**src/rtl/fcd_pkg.sv**
```systemverilog
// Shared types for the serial fast-command decoder.
// Assumes: one command decision at most per clock edge.
package fcd_pkg;

    // Position inside a command, including the power-up tails after 1,1,0
    typedef enum logic [3:0] {
        ST_IDLE,
        ST_START,
        ST_LO,
        ST_HI,
        ST_TAIL,
        ST_SA1,
        ST_SA2,
        ST_LA0,
        ST_LA1,
        ST_LA2
    } fcd_state_e;

    // Outcome decided at one clock edge
    typedef enum logic [2:0] {
        EV_NONE,
        EV_L1A,
        EV_BC0,
        EV_RESYNC,
        EV_PWRUP,
        EV_CALIB,
        EV_BAD
    } fcd_event_e;

    // Registered one-cycle command pulses
    typedef struct packed {
        logic l1a;
        logic bc0;
        logic resync;
        logic pwrup;
        logic calib;
    } fcd_pulse_t;

endpackage

```
**src/rtl/fcd_seq_fsm.sv**
```systemverilog
// Pattern recogniser for the serial command line.
// Walks one state per sampled bit. The decision is made at the edge that
// samples the last bit of a pattern and appears as a registered pulse in
// the following cycle. After 1,1,0 it follows both power-up tails and
// the plain resync tail (two zeros); any other bit there is malformed.
// Assumes: rst_n is synchronous and active low.
module fcd_seq_fsm
    import fcd_pkg::*;
(
    input  logic       clk,
    input  logic       rst_n,
    input  logic       line_i,
    output fcd_pulse_t pulse_o,
    output logic       err_o
);

    fcd_state_e state_q;
    fcd_state_e state_d;
    fcd_event_e event_d;
    fcd_pulse_t pulse_d;
    fcd_pulse_t pulse_q;
    logic       err_q;

    // Next state and decision from the current state and the sampled bit
    always_comb begin
        state_d = state_q;
        event_d = EV_NONE;
        case (state_q)
            ST_IDLE:  if (line_i) state_d = ST_START;
            ST_START: state_d = line_i ? ST_HI : ST_LO;
            ST_LO: begin
                state_d = ST_IDLE;
                event_d = line_i ? EV_BC0 : EV_L1A;
            end
            ST_HI: begin
                if (line_i) begin
                    state_d = ST_IDLE;
                    event_d = EV_CALIB;
                end else begin
                    state_d = ST_TAIL;
                end
            end
            ST_TAIL:  state_d = line_i ? ST_SA1 : ST_LA0;
            ST_SA1: begin
                if (line_i) begin
                    state_d = ST_SA2;
                end else begin
                    state_d = ST_IDLE;
                    event_d = EV_BAD;
                end
            end
            ST_SA2: begin
                state_d = ST_IDLE;
                event_d = line_i ? EV_BAD : EV_PWRUP;
            end
            ST_LA0: begin
                if (line_i) begin
                    state_d = ST_LA1;
                end else begin
                    state_d = ST_IDLE;
                    event_d = EV_RESYNC;
                end
            end
            ST_LA1: begin
                if (line_i) begin
                    state_d = ST_LA2;
                end else begin
                    state_d = ST_IDLE;
                    event_d = EV_BAD;
                end
            end
            ST_LA2: begin
                state_d = ST_IDLE;
                event_d = line_i ? EV_BAD : EV_PWRUP;
            end
            default:  state_d = ST_IDLE;
        endcase
    end

    // Map the decision onto a single pulse line
    always_comb begin
        pulse_d = '0;
        case (event_d)
            EV_L1A:    pulse_d.l1a    = 1'b1;
            EV_BC0:    pulse_d.bc0    = 1'b1;
            EV_RESYNC: pulse_d.resync = 1'b1;
            EV_PWRUP:  pulse_d.pwrup  = 1'b1;
            EV_CALIB:  pulse_d.calib  = 1'b1;
            default:   pulse_d        = '0;
        endcase
    end

    // State, pulse and sticky error registers
    always_ff @(posedge clk) begin
        if (!rst_n) begin
            state_q <= ST_IDLE;
            pulse_q <= '0;
            err_q   <= 1'b0;
        end else begin
            state_q <= state_d;
            pulse_q <= pulse_d;
            if (event_d == EV_BAD) begin
                err_q <= 1'b1;
            end else if (pulse_q.pwrup) begin
                err_q <= 1'b0;
            end
        end
    end

    assign pulse_o = pulse_q;
    assign err_o   = err_q;

endmodule

```
**src/rtl/fcd_bx_counter.sv**
```systemverilog
// Local bunch-crossing counter.
// Counts 0..ORBIT_LEN-1 and wraps. It is cleared at the edge after any
// clearing pulse (bunch-counter zero, resync or power-up reset).
// Assumes: ORBIT_LEN <= 2**BX_W.
module fcd_bx_counter #(
    parameter int BX_W      = 12,
    parameter int ORBIT_LEN = 3564
) (
    input  logic            clk,
    input  logic            rst_n,
    input  logic            clr_i,
    output logic [BX_W-1:0] cnt_o
);

    localparam logic [BX_W-1:0] LAST = BX_W'(ORBIT_LEN - 1);

    logic [BX_W-1:0] cnt_q;

    // Advance, wrap at the orbit end, or clear on request
    always_ff @(posedge clk) begin
        if (!rst_n || clr_i) begin
            cnt_q <= '0;
        end else if (cnt_q == LAST) begin
            cnt_q <= '0;
        end else begin
            cnt_q <= cnt_q + 1'b1;
        end
    end

    assign cnt_o = cnt_q;

endmodule

```
**src/rtl/fcd_mode_reg.sv**
```systemverilog
// Operating-mode register.
// Holds MODE_DEFAULT after reset or a power-up reset pulse, and takes
// MODE_CALIB at the edge after a calibration pulse.
// Assumes: the two pulses are never high together.
module fcd_mode_reg #(
    parameter int MODE_W       = 2,
    parameter int MODE_DEFAULT = 0,
    parameter int MODE_CALIB   = 1
) (
    input  logic              clk,
    input  logic              rst_n,
    input  logic              pwrup_i,
    input  logic              calib_i,
    output logic [MODE_W-1:0] mode_o
);

    localparam logic [MODE_W-1:0] DEF_VAL = MODE_W'(MODE_DEFAULT);
    localparam logic [MODE_W-1:0] CAL_VAL = MODE_W'(MODE_CALIB);

    logic [MODE_W-1:0] mode_q;

    // Load the default or the calibration mode value
    always_ff @(posedge clk) begin
        if (!rst_n || pwrup_i) begin
            mode_q <= DEF_VAL;
        end else if (calib_i) begin
            mode_q <= CAL_VAL;
        end
    end

    assign mode_o = mode_q;

endmodule

```
**src/rtl/fast_cmd_decoder.sv**
```systemverilog
// Top of the serial fast-command decoder.
// Joins the pattern recogniser, the bunch-crossing counter and the mode
// register. Every output is registered.
// Assumes: fc_line is synchronous to clk.
module fast_cmd_decoder
    import fcd_pkg::*;
#(
    parameter int BX_W         = 12,
    parameter int ORBIT_LEN    = 3564,
    parameter int MODE_W       = 2,
    parameter int MODE_DEFAULT = 0,
    parameter int MODE_CALIB   = 1
) (
    input  logic              clk,
    input  logic              rst_n,
    input  logic              fc_line,
    output logic              l1a_o,
    output logic              bc0_o,
    output logic              resync_o,
    output logic              pwrup_o,
    output logic              calib_o,
    output logic              err_o,
    output logic [BX_W-1:0]   bx_cnt_o,
    output logic [MODE_W-1:0] mode_o
);

    fcd_pulse_t pulse;
    logic       bx_clr;

    fcd_seq_fsm u_fsm (
        .clk     (clk),
        .rst_n   (rst_n),
        .line_i  (fc_line),
        .pulse_o (pulse),
        .err_o   (err_o)
    );

    assign bx_clr = pulse.bc0 | pulse.resync | pulse.pwrup;

    fcd_bx_counter #(
        .BX_W      (BX_W),
        .ORBIT_LEN (ORBIT_LEN)
    ) u_bx (
        .clk   (clk),
        .rst_n (rst_n),
        .clr_i (bx_clr),
        .cnt_o (bx_cnt_o)
    );

    fcd_mode_reg #(
        .MODE_W       (MODE_W),
        .MODE_DEFAULT (MODE_DEFAULT),
        .MODE_CALIB   (MODE_CALIB)
    ) u_mode (
        .clk     (clk),
        .rst_n   (rst_n),
        .pwrup_i (pulse.pwrup),
        .calib_i (pulse.calib),
        .mode_o  (mode_o)
    );

    assign l1a_o    = pulse.l1a;
    assign bc0_o    = pulse.bc0;
    assign resync_o = pulse.resync;
    assign pwrup_o  = pulse.pwrup;
    assign calib_o  = pulse.calib;

endmodule

```
**config.mk**
```make
export PLATFORM = sky130hd
export DESIGN_NAME = fast_cmd_decoder
export DESIGN_NICKNAME = d
export VERILOG_FILES = /design/src/rtl/fcd_pkg.sv /design/src/rtl/fcd_seq_fsm.sv /design/src/rtl/fcd_bx_counter.sv /design/src/rtl/fcd_mode_reg.sv /design/src/rtl/fast_cmd_decoder.sv
export SDC_FILE = /design/constraint.sdc
export NUM_CORES = 1
export LEC_CHECK = 0
export BUFFER_PORTS_ARGS = -buffer_cell sky130_fd_sc_hd__buf_2
export CORE_MARGIN = 5
export CORE_UTILIZATION = 46
export DETAILED_ROUTE_END_ITERATION = 7
export PLACE_DENSITY_LB_ADDON = 0.12
export SLEW_MARGIN = 5
export SYNTH_ARGS = -nofsm -noshare
export SYNTH_HDL_FRONTEND = slang
export SYNTH_SLANG_ARGS = --single-unit
```
**constraint.sdc**
```tcl
create_clock -name clk -period 1.18 [get_ports clk]
set_input_delay 0.059 -clock clk [delete_from_list [all_inputs] [get_ports clk]]
set_output_delay 0.059 -clock clk [all_outputs]
set_load 0.02 [all_outputs]
```
# Word-level counts from Yosys, hierarchy flattened
# Index checks and enable logic that the tools add are counted.
[op_classes]
add_sub_neg = 1
n_eq_ne = 17
muxes = 21
bitwise_logic = 2
reduce_logical = 8
[op_table]
columns = ["cell", "count"]
rows = [
  ["$pmux 4 s7", 1],
  ["$eq 4x3->1 const B", 4],
  ["$pmux 3 s5", 1],
  ["$add 12x1->12 const B", 1],
  ["$eq 12x12->1 const B", 1],
  ["$mux 3", 4],
  ["$mux 4", 3],
  ["$eq 3x3->1 const B", 3],
  ["$eq 4x2->1 const B", 2],
  ["$eq 4x4->1 const B", 2],
  ["$mux 1", 8],
  ["$mux 2", 4],
  ["$eq 3x2->1 const B", 2],
  ["$reduce_or 2->1", 3],
  ["$eq 4x1->1 const B", 1],
  ["$logic_not 4->1", 1],
  ["$eq 3x1->1 const B", 1],
  ["$logic_or 1x1->1", 2],
  ["$ne 2x2->1 const B", 1],
  ["$or 1x1->1", 2],
  ["$reduce_bool 2->1", 1],
  ["$logic_not 1->1", 1],
]
[word_totals]
register_bits = 23
input_bits = 3
out_inout_bits = 20
word_cells = 58

# Logic depth before layout (Yosys ltp)
# Gate-level depths: netlist of the first run.
[depth]
depth_word = 5
mapped_depth = 5
ltp_nobuf = 5

# Hierarchy
# A second synthesis of the first run with hierarchy kept.
[unflattened]
cells_unflattened = 117
area_unflattened_um2 = 1098.6
[by_module_without_submodules]
columns = ["mod", "instances", "cells_per_inst", "area_each_um2", "seq_area_each_um2"]
rows = [
  ["fcd_bx_counter", 1, 60, 556.8, 240.2],
  ["fcd_seq_fsm", 1, 51, 488.0, 200.2],
  ["fcd_mode_reg", 1, 5, 47.5, 20.0],
  ["fast_cmd_decoder", 1, 1, 6.3, 0.0],
]

# Worst setup path after synthesis of the first run
# No wires, ideal clock.
[synth_timing]
path_kind = "reg2reg"
start = "reg u_bx.cnt_q[0] (netlist: u_bx.cnt_o[0])"
end = "reg u_bx.cnt_q[10] (netlist: u_bx.cnt_o[10])"
setup_ps = 115
arrival_ps = 1339
required_time_ps = 1065
setup_slack_ps = -273
path_stages_with_launch = 6
n_path_buf = 0
synth_period_minus_slack_ps = 1453
path_cell_list = "dfxtp_1 ha_1 nand3_1 nor4_1 xnor2_1 nor2_1"
[synth_via]
elab_chain_len = 2
elab_cells_between_ends = 3
classes_between = "add/sub: 1; eq/ne: 1; reduce/logical: 1"
[synth_lines]
columns = ["item", "line", "text"]
rows = [
  ["start, declared", "fcd_bx_counter.sv:17", "logic [BX_W-1:0] cnt_q;"],
  ["start signal, assigned", "fcd_bx_counter.sv:26", "cnt_q <= cnt_q + 1'b1;"],
  ["branches (longest 2 deep; another with $add 12x1->12)", "--", ""],
]
# Several ways; the timed one is not identified.
# A chain may end at the register's enable or synchronous reset.

# Worst setup path after layout of the first run
[layout_timing]
start = "reg u_fsm.pulse_q (netlist bit u_fsm.pulse_o[1])"
end = "reg u_bx.cnt_q[6] (netlist: u_bx.cnt_o[6])"
[layout_via]
elab_chain_len = 3
[layout_lines]
columns = ["item", "line", "text"]
rows = [
  ["start, declared", "fcd_seq_fsm.sv:21", "fcd_pulse_t pulse_q;"],
  ["start signal, assigned", "fcd_seq_fsm.sv:101", "pulse_q <= pulse_d;"],
  ["$or 1x1->1", "fast_cmd_decoder.sv:38", "assign bx_clr = pulse.bc0 | pulse.resync | pulse.pwrup;"],
  ["$logic_or 1x1->1", "fcd_bx_counter.sv:21", "if (!rst_n || clr_i) begin"],
  ["$reduce_or 2->1 (no source line)", "--", ""],
]
# Every way passes these cells.

==> results of run 1 <==
==> area by class of cell <==
type,instances,area (sq um),share of cell area [%]
Tap cell,27,33.8,2.46
Clock inverter,1,5.00,0.364
Clock buffer,3,22.5,1.64
Timing Repair Buffer,41,255,18.6
Multi-Input combinational cell,87,578,42.0
Sequential cell,23,473,34.4
Inverter,2,7.51,0.546
==> worst paths after layout <==
| kind | startpoint | endpoint | slack (ps) | cells after the start |
|---|---|---|---|---|
| setup reg to reg | u_fsm.pulse_o[1] | u_bx.cnt_o[6] | -120 | 4 |
| hold / removal | rst_n | u_mode.mode_o[0] | -10 | 3 |
| hold reg to reg | u_fsm.pulse_o[0] | u_mode.mode_o[0] | 490 | 2 |
| setup / recovery | u_fsm.pulse_o[1] | u_bx.cnt_o[6] | -120 | 4 |
==> kinds of logic (layout without fill, tap and decap cells) <==
logic type,count (synthesis),after routing,synth area share [%]
other,1,1,0.378
and+or+nand+nor,62,62,31.8
AOI/OAI and AO/OA,11,12,6.82
adders and majority gates,1,1,1.26
muxes,1,1,1.01
buffers and inverters,6,47,3.41
DFF,23,23,46.5
xor gates and xnor gates,10,10,8.84
==> flip-flops by register name, indices dropped and copies added, names as in the netlist <==
signal,flops
u_bx.cnt_o,12
u_fsm.err_o,1
u_fsm.pulse_o,5
u_fsm.state_q,4
u_mode.mode_o,1
==> cell usage after synthesis (all sizes together) (4+ instances only) <==
| library cell | count |
|---|---|
| a21oi | 5 |
| nor2b | 6 |
| nor3 | 6 |
| nand3 | 6 |
| xor2 | 6 |
| xnor2 | 4 |
| dfxtp | 23 |
| nand2b | 4 |
| nor2 | 20 |
| nand2 | 7 |
==> what timing repair did <==
item | 4_1_cts | 5_1_grt
resized for setup | 5 | 9
pin swaps | 1 | 0
hold endpoints to repair | 1 | 1
setup buffers | 0 | 0
setup endpoints to repair | 12 | 14
cloned | 1 | 0
==> where the power goes <==
| group | leakage (uW) | switching [uW] | internal, uW | total, uW |
|---|---|---|---|---|
| Clock | 0.0000177 | 244 | 127 | 371 |
| Combinational | 0.000393 | 87.3 | 77.2 | 164 |
| Sequential | 0.000190 | 21.9 | 793 | 815 |
| Total | 0.000600 | 353 | 997 | 1350 |
==> metal layers <==
metal | vias to the layer above | track usage (%) | part of all wire (%)
li1 | 479 | - | -
met4 | 0 | 6.44 | 1.3
met2 | 22 | 26.5 | 49
met3 | 5 | 5.05 | 6.3
met1 | 445 | 18.3 | 43
met5 | - | 0 | 0
==> critical path, cell delays in order, from the launching register on <==
cell and delay, ps:
dfxtp_4 360, nand2b_4 130, or3_4 340, a41o_4 290, a21oi_2 110
==> stage by stage <==
stage | total power, uW | setup WS, ps | instances | setup TNS (ps)
floorplan | 916 | -98.0 | 115 | -1010
global placement | 968 | -153 | 179 | -1510
detailed placement | 975 | -220 | 179 | -1980
CTS | 1350 | -109 | 184 | -1190
global route | 1420 | -151 | 184 | -1620
finish | 1350 | -120 | 184 | -1190
==> flow_summary.ini, run 1 <==
[logic_synthesis]
synth.largest_area_cell = dfxtp_1
ys_seq_area_share_pct = 46.5
synth_cell_type_count = 30
yosysWarnings = 0
synth_top_area_share_pct = 46.5
synth_enable_flop_cells = 0
syn_area_per_cell_sq_um = 8.62
netlist_area_sq_um = 991
postSynth.asyncResetShare_pct = 0
syn_inst = 115
ys_ff_latch = 23
synth_area_leaders = dfxtp_1 (46%), nor2_1 (7.6%), xor2_1 (5.3%)
synth_top_flop_cell = dfxtp_1
synth_nets = 119

[floorplanning]
num_rows = 16
dieArea_sq_um = 3180
die_y_microns = 56.4
pin_count = 23
core-area_sq_um = 2000
die_width_microns = 56.4
start_util_pct = 49.5

[timing]
holdWs_ps = -13.0
clock_skew_ps = 6.18
fin_ws_ps = -120
setup_viol = 12
rsz0062_at_grt = true
min_period_ps = 1300
fmax_mhz = 769
final-max-slew-violation-count = 0
fin_crit_sh_pct = 110
finalHoldViolCount = 1

[global_routing]
antenna_found_initial = 0
grt_pass1_wl_mm = 3.95
grt.overflow.total = 0
grt_pass1_vias = 936
grt_usage_pct = 15.7
grt_max_degree = 14

[power_and_ir_drop]
power.leakage_uw = 0.000600
powerDensity_nw_per_um2 = 982
peakVddDrop_v = 0.000790

[layout]
layout_commonest_cell = buf_2
fin_util_pct = 68.7
syn2layout_area_growth_pct = 38.8
drive_above_1_share_pct = 40.8
diodes = 0
fillers = 174
design_area_sq_um = 1380
layout_common_cells = buf_2 (21), buf_4 (20), nor2_1 (18)
nets = 162

[detailed_routing]
drt_wl_total_mm = 2.43
ant_nets = 0
drtPass1Iterations = 4
drt_iter0_drc = 20
vias = 951
vias_per_cell = 5.17
drcViolationCount = 0
wire_per_inst_microns = 13.2

[worst_setup_path]
crit_required_ps = 1440
crit_fanout = 6
startpoint_type = register
crit_type = register to register
critical_path.endpoint_type = register
critPathArrivalTime_ps = 1560

[job]
max_cap_viol_count = 0

[clock_tree]
clk_pin_slew_worst_paths_ps = 130
htree_levels = 1
cts_tree = yes
clockBufferDepth = 2
cts_made_buffers = 3
clock_latency_ps = 320
cts-root-buf = clkbuf_4
numClockSinks = 23

[run_status]
status = finished with violations
violations = negative hold slack, negative setup slack

[min_path]
hold_path_class = primary input to register

[placed_design]
place.gp.congestion = 0.787
dpl.hpwl_mm = 1.73
placedInstanceArea_sq_um = 1280
place.port_buffers = 21
(Power assumes the default switching activity.)
==> run 2: changes to the inputs <==
==> constraint.sdc (replaced) <==
create_clock -name clk -period 1.18 [get_ports clk]
set_input_delay 0.177 -clock clk [delete_from_list [all_inputs] [get_ports clk]]
set_output_delay 0.177 -clock clk [all_outputs]
set_load 0.02 [all_outputs]
==> run 2 against run 1 <==
The flow finishes with violations (negative setup slack). Global-route usage shrank 0.59 points. Via count down 2.5%. Clock skew shrank 5.5 ps. Non-clock buffer count shrank 2. Maximum frequency up 0.56%. Final cell count fell by 1.1%. Critical endpoint unchanged. Setup slack improved by 7.3 ps. Wire length down 4.2%. Sequential power about the same.
==> flow_summary.ini, run 2 (synthesized netlist as in run 1, its figures left out) <==
[global_routing]
grt.overflow.total = 0
grt_max_degree = 14
antenna_found_initial = 0
grt_pass1_wl_mm = 3.91
busiest_layer = met2
met3_usage_pct = 2.98
grt_pass1_vias = 885
met2_usage_pct = 22.9
met1_usage_pct = 21.4
grt_usage_pct = 15.2

[clock_tree]
cts_tree = yes
clock_latency_ps = 300
cts_setup_buffers = 0
cts_made_buffers = 3
clk_pin_slew_worst_paths_ps = 130
cts_hold_buf = 0
htree_levels = 1
clockBufferDepth = 2
numClockSinks = 23
cts-root-buf = clkbuf_4

[timing]
fin_crit_sh_pct = 110
finalHoldViolCount = 0
final-max-slew-violation-count = 0
rsz0062_at_grt = true
setup_viol = 13
fmax_mhz = 774
clock_skew_ps = 0.657
final.setup.tns_ps = -1110
min_period_ps = 1290
fin_ws_ps = -113

[floorplanning]
die_y_microns = 56.4
core-area_sq_um = 2000
die_width_microns = 56.4
dieArea_sq_um = 3180
pin_count = 23
start_util_pct = 49.5
num_rows = 16

[placed_design]
placedInstanceArea_sq_um = 1270
place.gp.congestion = 0.787
place_ws_ps = -175
dpl.hpwl_mm = 1.60
place.port_buffers = 21

[run_status]
status = finished with violations
violations = negative setup slack

[worst_setup_path]
crit_type = register to register
slowest_stage = dfxtp_4
path_cells = nand2b_4 > or3_4 > a41o_4 > a21oi_1
critical_path.endpoint_type = register
startpoint_type = register
crit_required_ps = 1420
regToRegSetupSlack_ps = -110
max_stage_delay_ps = 360
critPathArrivalTime_ps = 1530
ff2ff_path_depth = 4
crit_fanout = 6

[layout]
drive_above_1_share_pct = 41.9
largest_register_ffs = 12
layout_common_cells = buf_2 (19), nor2_1 (18), buf_4 (17)
layout_commonest_cell = buf_2
nets = 160
diodes = 0
syn2layout_area_growth_pct = 41.9
design_area_sq_um = 1410

[detailed_routing]
vias = 927
drt_iter0_drc = 11
vias_per_cell = 5.09
wire_per_inst_microns = 12.8
ant_nets = 0
drt_wl_total_mm = 2.33
drtPass1Iterations = 4
drcViolationCount = 0

[min_path]
hold_path_class = primary input to register
min_path_cells = 3

[power_and_ir_drop]
report.power.total_uw = 1340
powerDensity_nw_per_um2 = 955
peakVddDrop_v = 0.000748
power.leakage_uw = 0.000615

[job]
max_cap_viol_count = 0
## run 2: routing by layer
| metal | vias up | share of wire [%] |
|---|---|---|
| met5 | - | 0 |
| met3 | 4 | 5.5 |
| met4 | 0 | 1.0 |
| li1 | 473 | - |
| met2 | 25 | 48 |
| met1 | 425 | 46 |
## run 2: cell type report
class	count	area, sq um
sequential	23	477
inverter	2	7.51
clock inverter	1	5.00
tap	27	33.8
fill	171	596
multi-input combinational	87	604
timing repair buffer	39	256
clock buffer	3	22.5
## run 2: what timing repair did
action,4_1_cts,5_1_grt
resized for setup,8,16
endpoints found under the setup margin,14,17
hold endpoints to repair,0,0
pin swaps,3,0
gates cloned,1,0
## run 2: where the power goes
| part | switching, uW | total [uW] | internal, uW |
|---|---|---|---|
| sequential | 19.2 | 812 | 793 |
| combinational | 88.2 | 172 | 83.7 |
| clock | 232 | 358 | 126 |
## run 2: per-stage QoR
stage	cells	util, %	hold slack, ps
final	182	70.3	130
after global placement	178	63.6	442
after global routing	182	70.3	111
after detailed placement	178	63.6	453
after floorplan	115	-	294
after CTS	182	66.8	120
## run 2: final timing paths
kind / startpoint / end
max: u_fsm.pulse_o[1] / u_bx.cnt_o[6]
max reg2reg: u_fsm.pulse_o[1] / u_bx.cnt_o[6]
min: rst_n / u_mode.mode_o[0]
min reg2reg: u_fsm.pulse_o[0] / u_mode.mode_o[0]
## run 2: worst max-delay path, delay by kind of cell (launching register included)
kind,cells,cell delay [ps]
AO/OA/AOI/OAI,2,390
flip-flops,1,360
AND/OR/NAND/NOR,2,480
